==> src/rtl/irq_pu_pkg.sv <==
package irq_pu_pkg;

   typedef enum logic [1:0] {
      OP_SET_PRIO = 2'd0,
      OP_SET_IPI  = 2'd1,
      OP_TAKE     = 2'd2,
      OP_RETIRE   = 2'd3
   } pu_op_e;

endpackage

==> src/rtl/irq_pu_admit.sv <==
// Decides whether a candidate priority passes the processor gate and
// beats the currently held source. Tie handling is a build option.
module irq_pu_admit #(
   parameter int PRIO_W   = 8,
   parameter bit TIE_HOLD = 1'b1
) (
   input  logic [PRIO_W-1:0] cand_prio,
   input  logic [PRIO_W-1:0] gate_prio,
   input  logic              held_v,
   input  logic [PRIO_W-1:0] held_prio,
   output logic              take,
   output logic              displace
);
   logic beats_gate;
   logic beats_held;

   assign beats_gate = (cand_prio < gate_prio);

   generate
      if (TIE_HOLD) begin : g_tie_hold
         assign beats_held = (cand_prio < held_prio);
      end else begin : g_tie_swap
         assign beats_held = (cand_prio <= held_prio);
      end
   endgenerate

   assign take     = beats_gate && (!held_v || beats_held);
   assign displace = take && held_v;
endmodule

==> src/rtl/irq_pu_next.sv <==
// Next-state and response logic for one presentation unit.
module irq_pu_next
   import irq_pu_pkg::*;
#(
   parameter int SRC_W    = 24,
   parameter int PRIO_W   = 8,
   parameter int IPI_SRC  = 2,
   parameter bit TIE_HOLD = 1'b1,
   localparam int WORD_W  = SRC_W + PRIO_W
) (
   input  logic [PRIO_W-1:0] cur_cppr,
   input  logic [SRC_W-1:0]  cur_src,
   input  logic [PRIO_W-1:0] cur_pprio,
   input  logic [PRIO_W-1:0] cur_ipi,
   input  logic              op_valid,
   input  logic [1:0]        op_code,
   input  logic [WORD_W-1:0] op_data,
   input  logic              dlv_valid,
   input  logic [SRC_W-1:0]  dlv_src,
   input  logic [PRIO_W-1:0] dlv_prio,
   output logic [PRIO_W-1:0] nxt_cppr,
   output logic [SRC_W-1:0]  nxt_src,
   output logic [PRIO_W-1:0] nxt_pprio,
   output logic [PRIO_W-1:0] nxt_ipi,
   output logic              rej_v,
   output logic [SRC_W-1:0]  rej_s,
   output logic              eoi_v,
   output logic [SRC_W-1:0]  eoi_s,
   output logic              resend,
   output logic              ack,
   output logic              nak,
   output logic              take_v,
   output logic [WORD_W-1:0] take_word
);
   localparam logic [SRC_W-1:0] IPI_NUM = SRC_W'(IPI_SRC);

   pu_op_e            op;
   logic [PRIO_W-1:0] op_prio;
   logic [SRC_W-1:0]  op_src;
   logic              held;
   logic              dlv_take, dlv_disp;
   logic              ipiw_take, ipiw_disp;
   logic              ipir_take, unused_ipir_disp;

   assign op      = pu_op_e'(op_code);
   assign op_prio = op_data[WORD_W-1 -: PRIO_W];
   assign op_src  = op_data[SRC_W-1:0];
   assign held    = (cur_src != '0);

   // offered delivery against the present state
   irq_pu_admit #(.PRIO_W(PRIO_W), .TIE_HOLD(TIE_HOLD)) u_adm_dlv (
      .cand_prio (dlv_prio),
      .gate_prio (cur_cppr),
      .held_v    (held),
      .held_prio (cur_pprio),
      .take      (dlv_take),
      .displace  (dlv_disp)
   );

   // self-interrupt priority write against the present state
   irq_pu_admit #(.PRIO_W(PRIO_W), .TIE_HOLD(TIE_HOLD)) u_adm_ipiw (
      .cand_prio (op_prio),
      .gate_prio (cur_cppr),
      .held_v    (held),
      .held_prio (cur_pprio),
      .take      (ipiw_take),
      .displace  (ipiw_disp)
   );

   // self-interrupt re-check during a resend, gated by the new priority
   irq_pu_admit #(.PRIO_W(PRIO_W), .TIE_HOLD(TIE_HOLD)) u_adm_ipir (
      .cand_prio (cur_ipi),
      .gate_prio (op_prio),
      .held_v    (held),
      .held_prio (cur_pprio),
      .take      (ipir_take),
      .displace  (unused_ipir_disp)
   );

   always_comb begin
      nxt_cppr  = cur_cppr;
      nxt_src   = cur_src;
      nxt_pprio = cur_pprio;
      nxt_ipi   = cur_ipi;
      rej_v     = 1'b0;
      rej_s     = '0;
      eoi_v     = 1'b0;
      eoi_s     = '0;
      resend    = 1'b0;
      ack       = 1'b0;
      nak       = 1'b0;
      take_v    = 1'b0;
      take_word = {cur_cppr, cur_src};

      if (op_valid) begin
         unique case (op)
            OP_SET_PRIO: begin
               nxt_cppr = op_prio;
               if (op_prio < cur_cppr) begin
                  if (held && (op_prio <= cur_pprio)) begin
                     rej_v   = 1'b1;
                     rej_s   = cur_src;
                     nxt_src = '0;
                  end
               end else if (!held) begin
                  resend = 1'b1;
                  if (ipir_take) begin
                     nxt_src   = IPI_NUM;
                     nxt_pprio = cur_ipi;
                  end
               end
            end
            OP_SET_IPI: begin
               nxt_ipi = op_prio;
               if (ipiw_take) begin
                  if (ipiw_disp) begin
                     rej_v = 1'b1;
                     rej_s = cur_src;
                  end
                  nxt_src   = IPI_NUM;
                  nxt_pprio = op_prio;
               end
            end
            OP_TAKE: begin
               take_v   = 1'b1;
               nxt_src  = '0;
               nxt_cppr = cur_pprio;
            end
            OP_RETIRE: begin
               eoi_v    = 1'b1;
               eoi_s    = op_src;
               nxt_cppr = op_prio;
               if (!held) begin
                  resend = 1'b1;
                  if (ipir_take) begin
                     nxt_src   = IPI_NUM;
                     nxt_pprio = cur_ipi;
                  end
               end
            end
            default: ;
         endcase
      end

      if (dlv_valid) begin
         if (op_valid || (dlv_src == '0) || !dlv_take) begin
            nak = 1'b1;
         end else begin
            ack = 1'b1;
            if (dlv_disp) begin
               rej_v = 1'b1;
               rej_s = cur_src;
            end
            nxt_src   = dlv_src;
            nxt_pprio = dlv_prio;
         end
      end
   end
endmodule

==> src/rtl/irq_present_unit.sv <==
module irq_present_unit #(
   parameter int SRC_W    = 24,
   parameter int PRIO_W   = 8,
   parameter int IPI_SRC  = 2,
   parameter bit TIE_HOLD = 1'b1,
   localparam int WORD_W  = SRC_W + PRIO_W
) (
   input  logic              clk,
   input  logic              rst_n,
   input  logic              dlv_valid,
   input  logic [SRC_W-1:0]  dlv_src,
   input  logic [PRIO_W-1:0] dlv_prio,
   output logic              dlv_ack,
   output logic              dlv_nak,
   input  logic              op_valid,
   input  logic [1:0]        op_code,
   input  logic [WORD_W-1:0] op_data,
   output logic [WORD_W-1:0] rd_data,
   output logic              irq_o,
   output logic              rej_valid,
   output logic [SRC_W-1:0]  rej_src,
   output logic              eoi_valid,
   output logic [SRC_W-1:0]  eoi_src,
   output logic              resend_req
);
   // elaboration-time parameter checks
   generate
      if (SRC_W < 2 || SRC_W > 32) begin : g_bad_src_w
         $error("irq_present_unit: SRC_W out of range");
      end
      if (PRIO_W < 2 || PRIO_W > 16) begin : g_bad_prio_w
         $error("irq_present_unit: PRIO_W out of range");
      end
      if (IPI_SRC <= 0 || IPI_SRC >= (2 ** SRC_W)) begin : g_bad_ipi
         $error("irq_present_unit: IPI_SRC must be a nonzero source number");
      end
   endgenerate

   logic [PRIO_W-1:0] cppr_q, pprio_q, ipi_q;
   logic [SRC_W-1:0]  pend_src_q;
   logic [PRIO_W-1:0] cppr_n, pprio_n, ipi_n;
   logic [SRC_W-1:0]  src_n;
   logic              rej_n, eoi_n, resend_n, ack_n, nak_n, take_n;
   logic [SRC_W-1:0]  rej_s_n, eoi_s_n;
   logic [WORD_W-1:0] take_word_n;

   irq_pu_next #(
      .SRC_W    (SRC_W),
      .PRIO_W   (PRIO_W),
      .IPI_SRC  (IPI_SRC),
      .TIE_HOLD (TIE_HOLD)
   ) u_next (
      .cur_cppr  (cppr_q),
      .cur_src   (pend_src_q),
      .cur_pprio (pprio_q),
      .cur_ipi   (ipi_q),
      .op_valid  (op_valid),
      .op_code   (op_code),
      .op_data   (op_data),
      .dlv_valid (dlv_valid),
      .dlv_src   (dlv_src),
      .dlv_prio  (dlv_prio),
      .nxt_cppr  (cppr_n),
      .nxt_src   (src_n),
      .nxt_pprio (pprio_n),
      .nxt_ipi   (ipi_n),
      .rej_v     (rej_n),
      .rej_s     (rej_s_n),
      .eoi_v     (eoi_n),
      .eoi_s     (eoi_s_n),
      .resend    (resend_n),
      .ack       (ack_n),
      .nak       (nak_n),
      .take_v    (take_n),
      .take_word (take_word_n)
   );

   always_ff @(posedge clk or negedge rst_n) begin
      if (!rst_n) begin
         cppr_q     <= '0;
         pend_src_q <= '0;
         pprio_q    <= '0;
         ipi_q      <= '1;
         irq_o      <= 1'b0;
         rd_data    <= '0;
         dlv_ack    <= 1'b0;
         dlv_nak    <= 1'b0;
         rej_valid  <= 1'b0;
         rej_src    <= '0;
         eoi_valid  <= 1'b0;
         eoi_src    <= '0;
         resend_req <= 1'b0;
      end else begin
         cppr_q     <= cppr_n;
         pend_src_q <= src_n;
         pprio_q    <= pprio_n;
         ipi_q      <= ipi_n;
         irq_o      <= (src_n != '0);
         if (take_n) begin
            rd_data <= take_word_n;
         end
         dlv_ack    <= ack_n;
         dlv_nak    <= nak_n;
         rej_valid  <= rej_n;
         rej_src    <= rej_s_n;
         eoi_valid  <= eoi_n;
         eoi_src    <= eoi_s_n;
         resend_req <= resend_n;
      end
   end
endmodule

==> config.mk <==
export PLATFORM = sky130hd
export DESIGN_NAME = irq_present_unit
export DESIGN_NICKNAME = d
export VERILOG_FILES = /design/src/rtl/irq_pu_pkg.sv /design/src/rtl/irq_pu_admit.sv /design/src/rtl/irq_pu_next.sv /design/src/rtl/irq_present_unit.sv
export SDC_FILE = /design/constraint.sdc
export NUM_CORES = 1
export LEC_CHECK = 0
export BUFFER_PORTS_ARGS = -buffer_cell sky130_fd_sc_hd__buf_2
export CAP_MARGIN = 20
export CELL_PAD_IN_SITES_DETAIL_PLACEMENT = 1
export CELL_PAD_IN_SITES_GLOBAL_PLACEMENT = 1
export CORE_UTILIZATION = 43
export CTS_BUF_LIST = sky130_fd_sc_hd__clkbuf_8
export DETAILED_ROUTE_END_ITERATION = 7
export PLACE_DENSITY = 0.84
export SYNTH_ARGS = -nofsm -noshare
export SYNTH_HDL_FRONTEND = slang
export SYNTH_SLANG_ARGS = --single-unit
==> constraint.sdc <==
create_clock -name clk -period 3.3 [get_ports clk]
set_input_delay 0.33 -clock clk [delete_from_list [all_inputs] [get_ports clk]]
set_output_delay 0.33 -clock clk [all_outputs]
set_load 0.005 [all_outputs]
==> flow_summary.yaml <==
sta:
  finalSetupViolations: 0
  max-slew-margin-rel: 0.4761
  finalCriticalPeriod_ns: 3.070
  worst_slew_pin_slew_ns: 0.7859
  fmax_mhz: 325.7
  fin_skew_ns: 0.009464
  fin_tns_setup_ns: 0
  final_max_slew_viol_count: 0
  period_share: 0.9304
  hold_viol: 0
  rsz0062_at_grt: "no"
  fin_ws_ns: 0.2298
worst_setup_path:
  crit_chain: "nor4_1, nand4_1, nor3_4, nand2_1, a222oi_1, a41oi_2, a221o_1"
  slowest_delay_ns: 0.50
  end_kind: "register"
  start_kind: "register"
  critPathArrivalTime_ns: 3.40
  critPathMaxFanout: 8
  crit_slowest_cell: "a222oi_1"
  cp.required_ns: 3.63
  critical_path_class: "reg2reg"
detailed_routing:
  drc_errors: 0
  avgViaCountPerCell: 5.354
  firstDrtPassIters: 4
  ant_nets: 0
  drt_iter0_drc: 247
  via_count: 4851
  finalWirelength_um: 16600
  wire_per_inst_um: 18.33
finish:
  register_area_mm2: 0.003363
  n_fill_cell: 1584
  area.growth.synth_to_final_pct: 21.52
  n_antenna_cell: 0
  drive_gt1_frac: 0.3209
  multi_input_area_mm2: 0.002541
  nets: 825
clock_network:
  h-tree-depth: 4
  numClockSinks: 134
  cts_root_buf: "clkbuf_8"
  cts_setup_buffers: 0
  numCtsBuffers: 17
  cts_tree: "done"
  cts_buffer_depth: 2
  clk_pin_slew_ns: 0.07
  insertion_delay_ns: 0.45
grt:
  track_usage: 0.2390
  grt_antenna_before_repair: 0
  grt-busiest-layer: "met2"
  grt_max_degree: 63
  gr-usage-met2: 0.4158
  grtUsageMet1: 0.2859
  grt_pass1_wl_um: 26610
  grt_pass1_vias: 5213
  grtUsageMet3: 0.05075
  grt_overflow: 0
power_and_ir_drop:
  p_leak_uw: 0.003977
  powerDensity_mw_per_mm2: 667.2
  finalPower_uw: 4969
  irDropWorstVdd_v: 0.0002706
die:
  coreArea_mm2: 0.01388
  chipHeight_um: 121.4
  fp.dieW_um: 121.4
  num_rows: 43
  dieArea_mm2: 0.01473
  initial_core_util: 0.4415
  ios: 156
logic_synthesis:
  ys_top_cells_by_count: "dfrtp_1 (126), nand2_1 (83), o21ai_0 (42)"
  syn_inst: 556
  avgSynthCellArea_um2: 11.02
  synth_ff_type: "dfrtp_1"
  syn_nets: 667
  netlist_top_cells_area: "dfrtp_1 (51%), ha_1 (8.4%), nand2_1 (5.1%), mux2_2 (4.6%), dfstp_2 (3.4%)"
  yosysTopAreaCell: "dfrtp_1"
  synth_edf_count: 0
  yosysSeqAreaShare: 0.5488
  syn_area_mm2: 0.006128
  synth_cell_types: 51
  yosysMostFrequentCell: "dfrtp_1"
  ys_ff_latch: 134
  synth_top_area_frac: 0.5145
  ys_warn_count: 0
  synthArstFlopShare: 1.000
placement:
  gp_congestion: 0.8856
  portBuffers: 155
  place_ws_ns: 0.2727
  hpwl_um: 12520
status:
  status: "finished clean"
min_path:
  hp-class: "in2reg"
job:
  cap_violations: 0
flip-flops by register name (all words and copies together), names as in the netlist:
register    cells
ipi_q           8
irq_o           1
rej_valid       1
pend_src_q     24
dlv_nak         1
dlv_ack         1
cppr_q          8
rej_src        24
resend_req      1
eoi_src        24
pprio_q         8
rd_data        32
eoi_valid       1
critical path, delay by kind of cell, from the launching register on:
family	cells	cell delay, ns
AOI/OAI and AO/OA	3	1.31
and+or+nand+nor	4	1.21
DFF	1	0.43
worst paths after layout:
kind,from,endpoint,slack [ns],cells past startpoint
worst max register to register,pend_src_q[19],pprio_q[2],0.23,7
worst min-delay path,dlv_src[9],pend_src_q[9],0.10,3
worst min register to register,cppr_q[2],cppr_q[2],0.48,2
min in group asynchronous,rst_n,rej_valid,0.50,2
worst max-delay path,pend_src_q[19],pprio_q[2],0.23,7
max in group asynchronous,rst_n,rd_data[30],1.81,3
stage by stage:
stage	util	instance area (um^2)	hold slack, ns	instances
floorplan	-	6128	0.03441	556
global placement	0.5097	7076	0.4449	874
detailed placement	0.5097	7076	0.4574	874
CTS	0.5359	7438	0.07684	906
global route	0.5365	7447	0.09855	906
finish	0.5365	7447	0.1033	906
timing repair:
action,in CTS,in global routing
hold buffers,1,0
setup endpoints to repair,0,1
endpoints found under the hold margin,52,0
resized for setup,0,1
layer usage:
layer	vias up	share of wire
met2	147	0.52
met3	30	0.051
met5	-	0
met4	0	0.020
li1	2267	-
met1	2407	0.41
power breakdown:
part / internal [uW] / switching (uW)
logic: 640 / 822
registers: 1990 / 272
clock network: 615 / 625
cell type report:
| cell class | count | area share |
|---|---|---|
| inverters | 29 | 0.01462 |
| flip-flops and latches | 134 | 0.4516 |
| repair buffers | 165 | 0.1149 |
| well taps | 180 | 0.03024 |
| multi-input cells | 367 | 0.3412 |
| clock buffers | 19 | 0.03511 |
| clock inverters | 12 | 0.01226 |
cell families after synthesis:
family,share of synthesized area
adder cells (fa/ha/maj),0.08371
multiplexers,0.05900
AO/OA/AOI/OAI,0.1223
AND/OR/NAND/NOR,0.1482
flip-flops,0.5488
buffers and inverters,0.03797
placed cells by master, fill, tap and decap left out, types with 2 or more instances in the layout:
cell        count
nor4_1          9
clkinvlp_4      3
mux2_2         25
nor3_1          4
a21o_1          4
dfrtp_1       126
a31oi_1         3
nand4_1         3
buf_4          10
a21oi_1         8
nor3b_1         2
o21ai_1        11
o21ai_0        42
dfstp_2         8
mux2i_1         8
nand2_1        83
and3_1         24
nand3_1         2
o2111ai_1       2
o211ai_1        3
nand2b_1        2
a32oi_1         8
a211oi_1        4
inv_1          32
and4b_1         2
and2_1         26
buf_2         154
nor2_1         20
clkbuf_8       19
o21a_1          4
ha_1           41
o31ai_1         2
a221o_1         8
clkinv_2        3
No activity file was read; power rests on OpenSTA's default activity.
